## src/rtl/stsreg_pkg.sv

```systemverilog
package stsreg_pkg;
  localparam int unsigned STS_BYTES  = 3;
  localparam int unsigned STS_BYTE_W = 8;
  localparam int unsigned BUSY_BIT   = 0;
  localparam int unsigned WEL_BIT    = 1;
endpackage

```

## src/rtl/stsreg_spi_front.sv

```systemverilog
module stsreg_spi_front (
  input  logic clk,
  input  logic rst_n,
  input  logic sck,
  input  logic csn,
  input  logic mosi,
  output logic csn_q,
  output logic mosi_q,
  output logic sck_rise,
  output logic sck_fall,
  output logic cs_rise
);
  logic sck_q, sck_p, csn_p;

  always_ff @(posedge clk or negedge rst_n) begin
    if (!rst_n) begin
      sck_q  <= 1'b0;
      sck_p  <= 1'b0;
      csn_q  <= 1'b1;
      csn_p  <= 1'b1;
      mosi_q <= 1'b0;
    end else begin
      sck_q  <= sck;
      sck_p  <= sck_q;
      csn_q  <= csn;
      csn_p  <= csn_q;
      mosi_q <= mosi;
    end
  end

  assign sck_rise = sck_q & ~sck_p & ~csn_q;
  assign sck_fall = ~sck_q & sck_p & ~csn_q;
  assign cs_rise  = csn_q & ~csn_p;
endmodule

```

## src/rtl/stsreg_bitio.sv

```systemverilog
module stsreg_bitio #(
  parameter int unsigned NUM_BYTES = 3,
  parameter int unsigned BYTE_W    = 8,
  localparam int unsigned WIDTH    = NUM_BYTES * BYTE_W,
  localparam int unsigned CNT_W    = $clog2(BYTE_W),
  localparam int unsigned IDX_W    = (NUM_BYTES > 1) ? $clog2(NUM_BYTES) : 1
) (
  input  logic              clk,
  input  logic              rst_n,
  input  logic              csn_q,
  input  logic              mosi_q,
  input  logic              sck_rise,
  input  logic              sck_fall,
  input  logic [WIDTH-1:0]  cfg_rdsr_ops,
  input  logic [WIDTH-1:0]  commit_next,
  output logic              beat_done,
  output logic              op_done,
  output logic [BYTE_W-1:0] opcode,
  output logic              miso,
  output logic              miso_oe
);
  logic [CNT_W-1:0]  cnt_q, cnt_d;
  logic              first_q, first_d;
  logic [BYTE_W-1:0] in_q, in_d;
  logic              act_q, act_d;
  logic [IDX_W-1:0]  sel_q, sel_d;
  logic [BYTE_W-1:0] out_q, out_d;
  logic              miso_q, miso_d;
  logic              oe_q, oe_d;

  logic [NUM_BYTES-1:0] hit;
  logic                 hit_any;
  logic [IDX_W-1:0]     hit_idx;
  logic [IDX_W-1:0]     sel_now;
  logic [BYTE_W-1:0]    load_byte;

  assign beat_done = sck_rise && (cnt_q == CNT_W'(BYTE_W - 1));
  assign op_done   = beat_done && first_q;
  assign opcode    = {in_q[BYTE_W-2:0], mosi_q};

  for (genvar g = 0; g < NUM_BYTES; g++) begin : g_match
    assign hit[g] = (cfg_rdsr_ops[g*BYTE_W +: BYTE_W] == opcode);
  end

  always_comb begin
    hit_any = 1'b0;
    hit_idx = '0;
    for (int i = NUM_BYTES - 1; i >= 0; i--) begin
      if (hit[i]) begin
        hit_any = 1'b1;
        hit_idx = IDX_W'(i);
      end
    end
  end

  assign sel_now = first_q ? hit_idx : sel_q;

  always_comb begin
    load_byte = '0;
    for (int i = 0; i < NUM_BYTES; i++) begin
      if (sel_now == IDX_W'(i)) load_byte = commit_next[i*BYTE_W +: BYTE_W];
    end
  end

  always_comb begin
    cnt_d   = cnt_q;
    first_d = first_q;
    in_d    = in_q;
    act_d   = act_q;
    sel_d   = sel_q;
    out_d   = out_q;
    miso_d  = miso_q;
    oe_d    = oe_q;
    if (csn_q) begin
      cnt_d   = '0;
      first_d = 1'b1;
      act_d   = 1'b0;
      oe_d    = 1'b0;
    end else begin
      if (sck_rise) begin
        in_d  = opcode;
        cnt_d = beat_done ? '0 : cnt_q + 1'b1;
      end
      if (op_done) begin
        first_d = 1'b0;
        if (hit_any) begin
          act_d = 1'b1;
          sel_d = hit_idx;
        end
      end
      if (beat_done && (act_q || (first_q && hit_any))) begin
        out_d = load_byte;
      end
      if (sck_fall && act_q) begin
        miso_d = out_q[BYTE_W-1];
        out_d  = {out_q[BYTE_W-2:0], 1'b0};
        oe_d   = 1'b1;
      end
    end
  end

  always_ff @(posedge clk or negedge rst_n) begin
    if (!rst_n) begin
      cnt_q   <= '0;
      first_q <= 1'b1;
      in_q    <= '0;
      act_q   <= 1'b0;
      sel_q   <= '0;
      out_q   <= '0;
      miso_q  <= 1'b0;
      oe_q    <= 1'b0;
    end else begin
      cnt_q   <= cnt_d;
      first_q <= first_d;
      in_q    <= in_d;
      act_q   <= act_d;
      sel_q   <= sel_d;
      out_q   <= out_d;
      miso_q  <= miso_d;
      oe_q    <= oe_d;
    end
  end

  assign miso    = miso_q;
  assign miso_oe = oe_q;
endmodule

```

## src/rtl/stsreg_store.sv

```systemverilog
module stsreg_store #(
  parameter int unsigned NUM_BYTES = 3,
  parameter int unsigned BYTE_W    = 8,
  parameter int unsigned BUSY_POS  = 0,
  parameter int unsigned WEL_POS   = 1,
  localparam int unsigned WIDTH    = NUM_BYTES * BYTE_W
) (
  input  logic             clk,
  input  logic             rst_n,
  input  logic             sw_valid,
  input  logic [WIDTH-1:0] sw_data,
  input  logic             busy_set,
  input  logic             wren_hit,
  input  logic             wrdi_hit,
  input  logic             commit,
  input  logic             cs_rise,
  output logic [WIDTH-1:0] staged,
  output logic [WIDTH-1:0] commit_next,
  output logic [WIDTH-1:0] committed,
  output logic             gate
);
  logic [WIDTH-1:0] stg_q, stg_d;
  logic [WIDTH-1:0] com_q, com_d;
  logic             win_q, win_d;
  logic             gate_q, gate_d;

  always_comb begin
    stg_d = stg_q;
    if (sw_valid) begin
      stg_d           = sw_data;
      stg_d[BUSY_POS] = stg_q[BUSY_POS] & sw_data[BUSY_POS];
      stg_d[WEL_POS]  = stg_q[WEL_POS] & sw_data[WEL_POS];
    end
    if (wren_hit) begin
      stg_d[WEL_POS] = 1'b1;
    end else if (wrdi_hit) begin
      stg_d[WEL_POS] = 1'b0;
    end
    if (busy_set || win_q) begin
      stg_d[BUSY_POS] = 1'b1;
    end
    win_d  = commit ? 1'b0 : (win_q | busy_set);
    com_d  = commit ? stg_d : com_q;
    gate_d = cs_rise ? stg_d[BUSY_POS] : gate_q;
  end

  always_ff @(posedge clk or negedge rst_n) begin
    if (!rst_n) begin
      stg_q  <= '0;
      com_q  <= '0;
      win_q  <= 1'b0;
      gate_q <= 1'b0;
    end else begin
      stg_q  <= stg_d;
      com_q  <= com_d;
      win_q  <= win_d;
      gate_q <= gate_d;
    end
  end

  assign staged      = stg_q;
  assign commit_next = com_d;
  assign committed   = com_q;
  assign gate        = gate_q;
endmodule

```

## src/rtl/stsreg_emu.sv

```systemverilog
module stsreg_emu
  import stsreg_pkg::*;
#(
  parameter int unsigned NUM_BYTES = STS_BYTES,
  parameter int unsigned BYTE_W    = STS_BYTE_W,
  parameter int unsigned BUSY_POS  = BUSY_BIT,
  parameter int unsigned WEL_POS   = WEL_BIT,
  localparam int unsigned WIDTH    = NUM_BYTES * BYTE_W
) (
  input  logic              clk,
  input  logic              rst_n,
  input  logic              spi_sck,
  input  logic              spi_csn,
  input  logic              spi_mosi,
  output logic              spi_miso,
  output logic              spi_miso_oe,
  input  logic [WIDTH-1:0]  cfg_rdsr_ops,
  input  logic [BYTE_W-1:0] cfg_wren_op,
  input  logic [BYTE_W-1:0] cfg_wrdi_op,
  input  logic              upload_busy,
  input  logic              sw_wr_valid,
  input  logic [WIDTH-1:0]  sw_wr_data,
  output logic [WIDTH-1:0]  status_committed,
  output logic              passthru_block
);
  logic              csn_q, mosi_q, sck_rise, sck_fall, cs_rise;
  logic              beat_done, op_done;
  logic [BYTE_W-1:0] opcode;
  logic              wren_hit, wrdi_hit, commit_w;
  logic [WIDTH-1:0]  staged_w, commit_next_w;

  stsreg_spi_front u_front (
    .clk      (clk),
    .rst_n    (rst_n),
    .sck      (spi_sck),
    .csn      (spi_csn),
    .mosi     (spi_mosi),
    .csn_q    (csn_q),
    .mosi_q   (mosi_q),
    .sck_rise (sck_rise),
    .sck_fall (sck_fall),
    .cs_rise  (cs_rise)
  );

  assign wren_hit = op_done && (opcode == cfg_wren_op);
  assign wrdi_hit = op_done && (opcode == cfg_wrdi_op);
  assign commit_w = beat_done || cs_rise;

  stsreg_store #(
    .NUM_BYTES (NUM_BYTES),
    .BYTE_W    (BYTE_W),
    .BUSY_POS  (BUSY_POS),
    .WEL_POS   (WEL_POS)
  ) u_store (
    .clk         (clk),
    .rst_n       (rst_n),
    .sw_valid    (sw_wr_valid),
    .sw_data     (sw_wr_data),
    .busy_set    (upload_busy),
    .wren_hit    (wren_hit),
    .wrdi_hit    (wrdi_hit),
    .commit      (commit_w),
    .cs_rise     (cs_rise),
    .staged      (staged_w),
    .commit_next (commit_next_w),
    .committed   (status_committed),
    .gate        (passthru_block)
  );

  stsreg_bitio #(
    .NUM_BYTES (NUM_BYTES),
    .BYTE_W    (BYTE_W)
  ) u_bitio (
    .clk          (clk),
    .rst_n        (rst_n),
    .csn_q        (csn_q),
    .mosi_q       (mosi_q),
    .sck_rise     (sck_rise),
    .sck_fall     (sck_fall),
    .cfg_rdsr_ops (cfg_rdsr_ops),
    .commit_next  (commit_next_w),
    .beat_done    (beat_done),
    .op_done      (op_done),
    .opcode       (opcode),
    .miso         (spi_miso),
    .miso_oe      (spi_miso_oe)
  );
endmodule

```

## config.mk

```make
export PLATFORM = sky130hd
export DESIGN_NAME = stsreg_emu
export DESIGN_NICKNAME = d
export VERILOG_FILES = /design/src/rtl/stsreg_pkg.sv /design/src/rtl/stsreg_spi_front.sv /design/src/rtl/stsreg_bitio.sv /design/src/rtl/stsreg_store.sv /design/src/rtl/stsreg_emu.sv
export SDC_FILE = /design/constraint.sdc
export NUM_CORES = 1
export LEC_CHECK = 0
export BUFFER_PORTS_ARGS = -buffer_cell sky130_fd_sc_hd__buf_2
export CELL_PAD_IN_SITES_DETAIL_PLACEMENT = 0
export CELL_PAD_IN_SITES_GLOBAL_PLACEMENT = 1
export CORE_ASPECT_RATIO = 2
export CORE_MARGIN = 2
export CORE_UTILIZATION = 30
export DETAILED_ROUTE_END_ITERATION = 8
export HOLD_SLACK_MARGIN = 0.08
export PLACE_DENSITY = 0.62
export SKIP_CTS_REPAIR_TIMING = 1
export SLEW_MARGIN = 20
export SYNTH_ARGS = -nofsm -noshare
export SYNTH_HDL_FRONTEND = slang
export SYNTH_SLANG_ARGS = --single-unit
```

## constraint.sdc

```tcl
create_clock -name clk -period 6.99 [get_ports clk]
set_clock_uncertainty 0.15 [all_clocks]
set_input_delay 1.0485 -clock clk [delete_from_list [all_inputs] [get_ports clk]]
set_output_delay 1.0485 -clock clk [all_outputs]
set_load 0.01 [all_outputs]
```

# --- Word-level counts from Yosys, hierarchy flattened ---
# Index checks and enable logic that the tools add are counted.
totals:
  input_bits: 71
  n_memories: 0
  mem_bits_ro: 0
  output_inout_bits: 27
  word_cells: 87
  ff_bits: 79
  latchBits: 0
  ram_bits: 0
classes:
  addsub: 1
  mux: 28
  magnitude_cmp: 0
  mul: 0
  reduce_logical: 21
  bitwise_logic: 12
  n_div: 0
  eq_ne: 8
  shifts: 0
op_table:
  columns: ["operator", "n"]
  rows:
  - ["24-bit 2-to-1 mux", 2]
  - ["8-bit == test", 5]
  - ["8-bit 2-to-1 mux", 5]
  - ["1-bit 2-to-1 mux", 14]
  - ["2-bit nonzero test", 5]
  - ["3-bit 2-to-1 mux", 3]
  - ["2-bit 2-to-1 mux", 4]
  - ["2-bit AND reduction", 4]
  - ["1-bit AND", 7]
  - ["1-bit logical AND", 7]
  - ["1-bit NOT", 4]
  - ["3-bit by 1-bit adder with 3-bit output, second input constant", 1]
  - ["3-bit == test, second input constant", 1]
  - ["1-bit logical OR", 3]
  - ["3-bit AND reduction", 1]
  - ["2-bit by 1-bit == test with 1-bit output, second input constant", 1]
  - ["2-bit == test, second input constant", 1]
  - ["2-bit logical NOT", 1]
  - ["1-bit bitwise OR", 1]

# --- Longest topological paths before layout ---
logic_depth:
  depth_word: 14
  ltp_mapped: 11
  mapped_depth_nobuf: 9

# --- Hierarchy ---
# A second synthesis with hierarchy kept.
unflattened:
  hier_cells: 301
  area_unflattened_um2: 3946.3
by_module_without_submodules:
  columns: ["module", "cells_per_inst", "seq_area_each_um2", "area_each_um2", "instances"]
  rows:
  - ["stsreg_store", 112, 1251.2, 2006.9, 1]
  - ["stsreg_bitio", 156, 601.8, 1594.0, 1]
  - ["stsreg_emu", 25, 0.0, 196.4, 1]
  - ["stsreg_spi_front", 8, 127.6, 148.9, 1]

# --- Worst setup path before layout ---
# No wires, ideal clock.
synth_path:
  path_type: "in2reg"
  startpoint: "input cfg_rdsr_ops[7]"
  endpoint: "register u_bitio.out_q[5]"
  n_path_buf: 0
  arrival_ps: 2573
  setup_slack_ps: 4121
  required_ps: 6694
  cell_stages: 7
  path_cell_list: "xor2_1 nor4_4 nand2_4 a32oi_2 mux2_2 a211oi_1 o31ai_1"
synth_via:
  elab_chain_len: 9
  elab_cells_between_ends: 17
  classes_between: "eq/ne (3); mux (8); reduce/logical (6)"
synth_rtl:
  columns: ["item", "line", "source"]
  rows:
  - ["start, declared", "stsreg_emu.sv:17", "input logic [WIDTH-1:0] cfg_rdsr_ops,"]
  - ["8-bit == test (*)", "stsreg_bitio.sv:42", "assign hit[g] = (cfg_rdsr_ops[g*BYTE_W +: BYTE_W] == opcode);"]
  - ["2-bit 2-to-1 mux", "stsreg_bitio.sv:49", "if (hit[i]) begin"]
  - ["2-bit 2-to-1 mux", "stsreg_bitio.sv:56", "assign sel_now = first_q ? hit_idx : sel_q;"]
  - ["2-bit logical NOT", "stsreg_bitio.sv:61", "if (sel_now == IDX_W'(i)) load_byte = commit_next[i*BYTE_W +: BYTE_W];"]
  - ["8-bit 2-to-1 mux (3 in series)", "stsreg_bitio.sv:61", null]
  - ["8-bit 2-to-1 mux", "stsreg_bitio.sv:91", "if (beat_done && (act_q || (first_q && hit_any))) begin"]
  - ["8-bit 2-to-1 mux", "stsreg_bitio.sv:94", "if (sck_fall && act_q) begin"]
  - ["end signal, assigned", "stsreg_bitio.sv:118", "out_q <= out_d;"]
  - ["end, declared", "stsreg_bitio.sv:27", "logic [BYTE_W-1:0] out_q, out_d;"]
# Mark *: on every way between the ends. The rest lies on a longest branch, timed or not. The select of a mux whose other input is x is not followed.
# A chain may end at the register's enable or synchronous reset.

# --- Worst setup path in the final report ---
layout_path:
  startpoint: "register u_bitio.cnt_q[0]"
  endpoint: "register u_bitio.out_q[7]"
layout_via:
  elab_chain_len: 9
  elab_cells_between_ends: 12
  classes_between: "eq/ne (1); mux (6); reduce/logical (5)"
layout_rtl:
  columns: ["item", "line", "source"]
  rows:
  - ["start, declared", "stsreg_bitio.sv:22", "logic [CNT_W-1:0] cnt_q, cnt_d;"]
  - ["start signal, assigned", "stsreg_bitio.sv:113", "cnt_q <= cnt_d;"]
  - ["3-bit == test", "stsreg_bitio.sv:37", "assign beat_done = sck_rise && (cnt_q == CNT_W'(BYTE_W - 1));"]
  - ["1-bit logical AND", "stsreg_bitio.sv:37", null]
  - ["1-bit logical OR", "stsreg_emu.sv:47", "assign commit_w = beat_done || cs_rise;"]
  - ["24-bit 2-to-1 mux", "stsreg_store.sv:43", "com_d = commit ? stg_d : com_q;"]
  - ["named net commit_next_w[7]", "stsreg_emu.sv:30", "logic [WIDTH-1:0] staged_w, commit_next_w;"]
  - ["8-bit 2-to-1 mux (3 in series)", "stsreg_bitio.sv:61", null]
  - ["8-bit 2-to-1 mux", "stsreg_bitio.sv:91", null]
  - ["8-bit 2-to-1 mux", "stsreg_bitio.sv:94", null]
# The timed path passes the listed nets, and every way through them passes these cells. The select of a mux whose other input is x is not followed.

==> results.py <==
metrics = {
    "sta": {
        "fin_crit_sh_pct": 48.94,
        "rsz0062_at_grt": "false",
        "maxSlewViolCount": 0,
        "hold_ws_ns": 0.3058,
        "setup_violations": 0,
        "hold_viol_final": 0,
        "fin_crit_ns": 3.421,
        "max_freq_ghz": 0.2923,
        "relSlewSlack_pct": 34.75,
        "tightest_slew_ns": 0.9762,
        "layout_setup_ws_ns": 3.569,
        "setup_tns_ns": 0,
    },
    "floorplanning": {
        "start_util_pct": 30.56,
        "io_pins": 98,
        "fp.dieW_um": 83.96,
        "die_area_mm2": 0.01376,
        "core-area_mm2": 0.01255,
        "die-height_um": 163.9,
        "row_count": 58,
    },
    "finish": {
        "final_common_cell": "buf_2",
        "syn_to_final_growth_pct": 22.67,
        "nets": 464,
        "n_antenna_cell": 0,
        "drive_gt1_share_pct": 46.97,
        "final_cell_mix": "buf_2, dfrtp_1, mux2_2",
        "post-route-util_pct": 37.48,
    },
    "cts": {
        "cts.reportedPaths.clkPinSlew_ns": 0.06,
        "cts_made_buffers": 9,
        "tritoncts": "done",
        "clock_sinks": 79,
        "clk_latency_ns": 0.34,
        "cts_buffer_depth": 2,
        "clockRootBuffer": "clkbuf_16",
        "htreeDepth": 3,
    },
    "yosys": {
        "syn-num-nets": 372,
        "ys_ff_latch": 79,
        "syn-cell-area_mm2": 0.003836,
        "yosysWarnings": 0,
        "synth_edf_count": 0,
        "seq_area_frac_synth_pct": 51.63,
        "synth_flop_cell": "dfrtp_1",
        "synth.avg_cell_area_um2": 12.83,
        "synth_cell_types": 46,
        "async_flop_share_pct": 100.0,
        "synthCells": 299,
    },
    "worst_setup_path": {
        "cp-start-kind": "flip-flop",
        "crit_start": "u_bitio.cnt_q[0]$_DFFE_PN0P_",
        "rrSetupSlack_ns": 3.57,
        "critPathRequiredTime_ns": 7.03,
        "r2r_start": "u_bitio.cnt_q[0]$_DFFE_PN0P_",
        "critPathMaxFanout": 15,
        "end_kind": "flip-flop",
        "critical_path_class": "flip-flop to flip-flop",
        "worstPathArrival_ns": 3.46,
    },
    "global_route": {
        "grt_overflow": 0,
        "track_usage_pct": 13.70,
        "grt_pass1_wl_mm": 14.37,
        "grt_max_degree": 80,
        "grt_antenna_before_repair": 0,
        "grt_pass1_vias": 2752,
    },
    "hold_path": {
        "worstHoldPathType": "flip-flop to flip-flop",
        "worstHoldStart": "u_front.csn_q$_DFF_PN1_",
    },
    "detailed_routing": {
        "drtIter0Drc": 89,
        "avgViaCountPerCell": 4.755,
        "wirelength_mm": 8.890,
        "post-route-drc-count": 0,
        "wl_per_cell_um": 16.28,
        "drtPass1Iterations": 4,
        "ant_nets": 0,
        "via_count": 2596,
    },
    "pwr": {
        "p_leak_uw": 0.002102,
        "total_power_uw": 1363,
        "max-vdd-ir-drop_mv": 0.1533,
        "power-per-cell-area_mw_per_mm2": 289.7,
    },
    "outcome": {
        "status": "finished, final reports clean",
    },
    "placed_design": {
        "place_ws_ns": 3.212,
        "routabilityCongestion": 0.7561,
        "dp_hpwl_mm": 6.970,
        "io_buffers": 97,
    },
    "run": {
        "drv_cap": 0,
    },
}
==> stage by stage <==
stage          instance area [µm²]  std cells
2_1_floorplan                 3836        299
3_3_place_gp                  4375        530
3_5_place_dp                  4375        530
4_1_cts                       4696        546
5_1_grt                       4706        546
6_report                      4706        546
==> kinds of logic after synthesis <==
logic type | Yosys count | share of synthesized area (%)
buffers and inverters | 21 | 4.142
and+or+nand+nor | 54 | 8.383
AOI/OAI and AO/OA | 41 | 7.697
DFF | 79 | 51.63
muxes | 62 | 17.97
adders and majority gates | 2 | 0.6522
xor gates and xnor gates | 40 | 9.524
==> sequential cells by signal (all words and copies together) (netlist names) <==
register           cells
u_store.win_q          1
u_bitio.miso           1
u_bitio.first_q        1
u_front.mosi_q         1
u_bitio.sel_q          2
u_front.sck_p          1
u_bitio.out_q          8
u_store.committed     24
u_bitio.miso_oe        1
u_front.csn_p          1
u_store.gate           1
u_store.staged        24
u_front.csn_q          1
u_front.sck_q          1
u_bitio.act_q          1
u_bitio.in_q           7
u_bitio.cnt_q          3
==> critical path, cell delays in order (launching register included) <==
cell	delay, ns
dfrtp_1	0.37
ha_1	0.16
ha_1	0.18
nor4bb_2	0.56
nand2b_1	0.50
buf_4	0.33
mux2_2	0.37
mux2_2	0.27
a211oi_1	0.26
o31ai_1	0.11
==> synth_stat cells, types with 4 or more instances <==
cell     instances  area [µm²]
mux2_2          55       619.3
xnor2_1         32       280.3
nor2_1          16       60.06
a31oi_1          4       25.02
dfrtp_1         76        1902
buf_2            7       35.03
nand2_1         11       41.29
a21oi_1          4       20.02
xor2_1           6       52.55
buf_6            5       56.30
nand4_1          8       50.05
inv_1            4       15.01
mux2i_1          7       70.07
nor3_1           4       20.02
o21ai_0         11       55.05
==> report_power, final <==
| part | internal, µW | switching [µW] |
|---|---|---|
| sequential | 515 | 76.1 |
| clock | 313 | 190 |
| combinational | 150 | 119 |
| total | 978 | 385 |
==> final timing paths <==
path	to	depth (start not counted)
min in group asynchronous	u_store.staged[8]$_DFF_PN0_	1
min reg2reg	u_front.csn_p$_DFF_PN1_	0
min	u_front.csn_p$_DFF_PN1_	0
max in group asynchronous	u_bitio.in_q[2]$_DFFE_PN0P_	1
max reg2reg	u_bitio.out_q[7]$_DFFE_PN0P_	9
max	u_bitio.out_q[7]$_DFFE_PN0P_	9
==> final cells by class <==
type                    count  area, µm²
clock inverters             7      95.09
well taps                 150      187.7
flip-flops and latches     79       1981
inverters                   4      15.01
fillers                  1264       7849
clock buffers               9      225.2
multi-input cells         199       1703
repair buffers             98      499.2
==> layer usage <==
metal / vias up / part of all wire [%] / global-route usage [%]
li1: 1252 / - / -
met5: - / 0 / 0
met3: 13 / 4.1 / 2.864
met1: 1260 / 35 / 14.31
met2: 71 / 59 / 25.85
met4: 0 / 2.3 / 6.232
No activity file was read; power rests on OpenSTA's default activity.
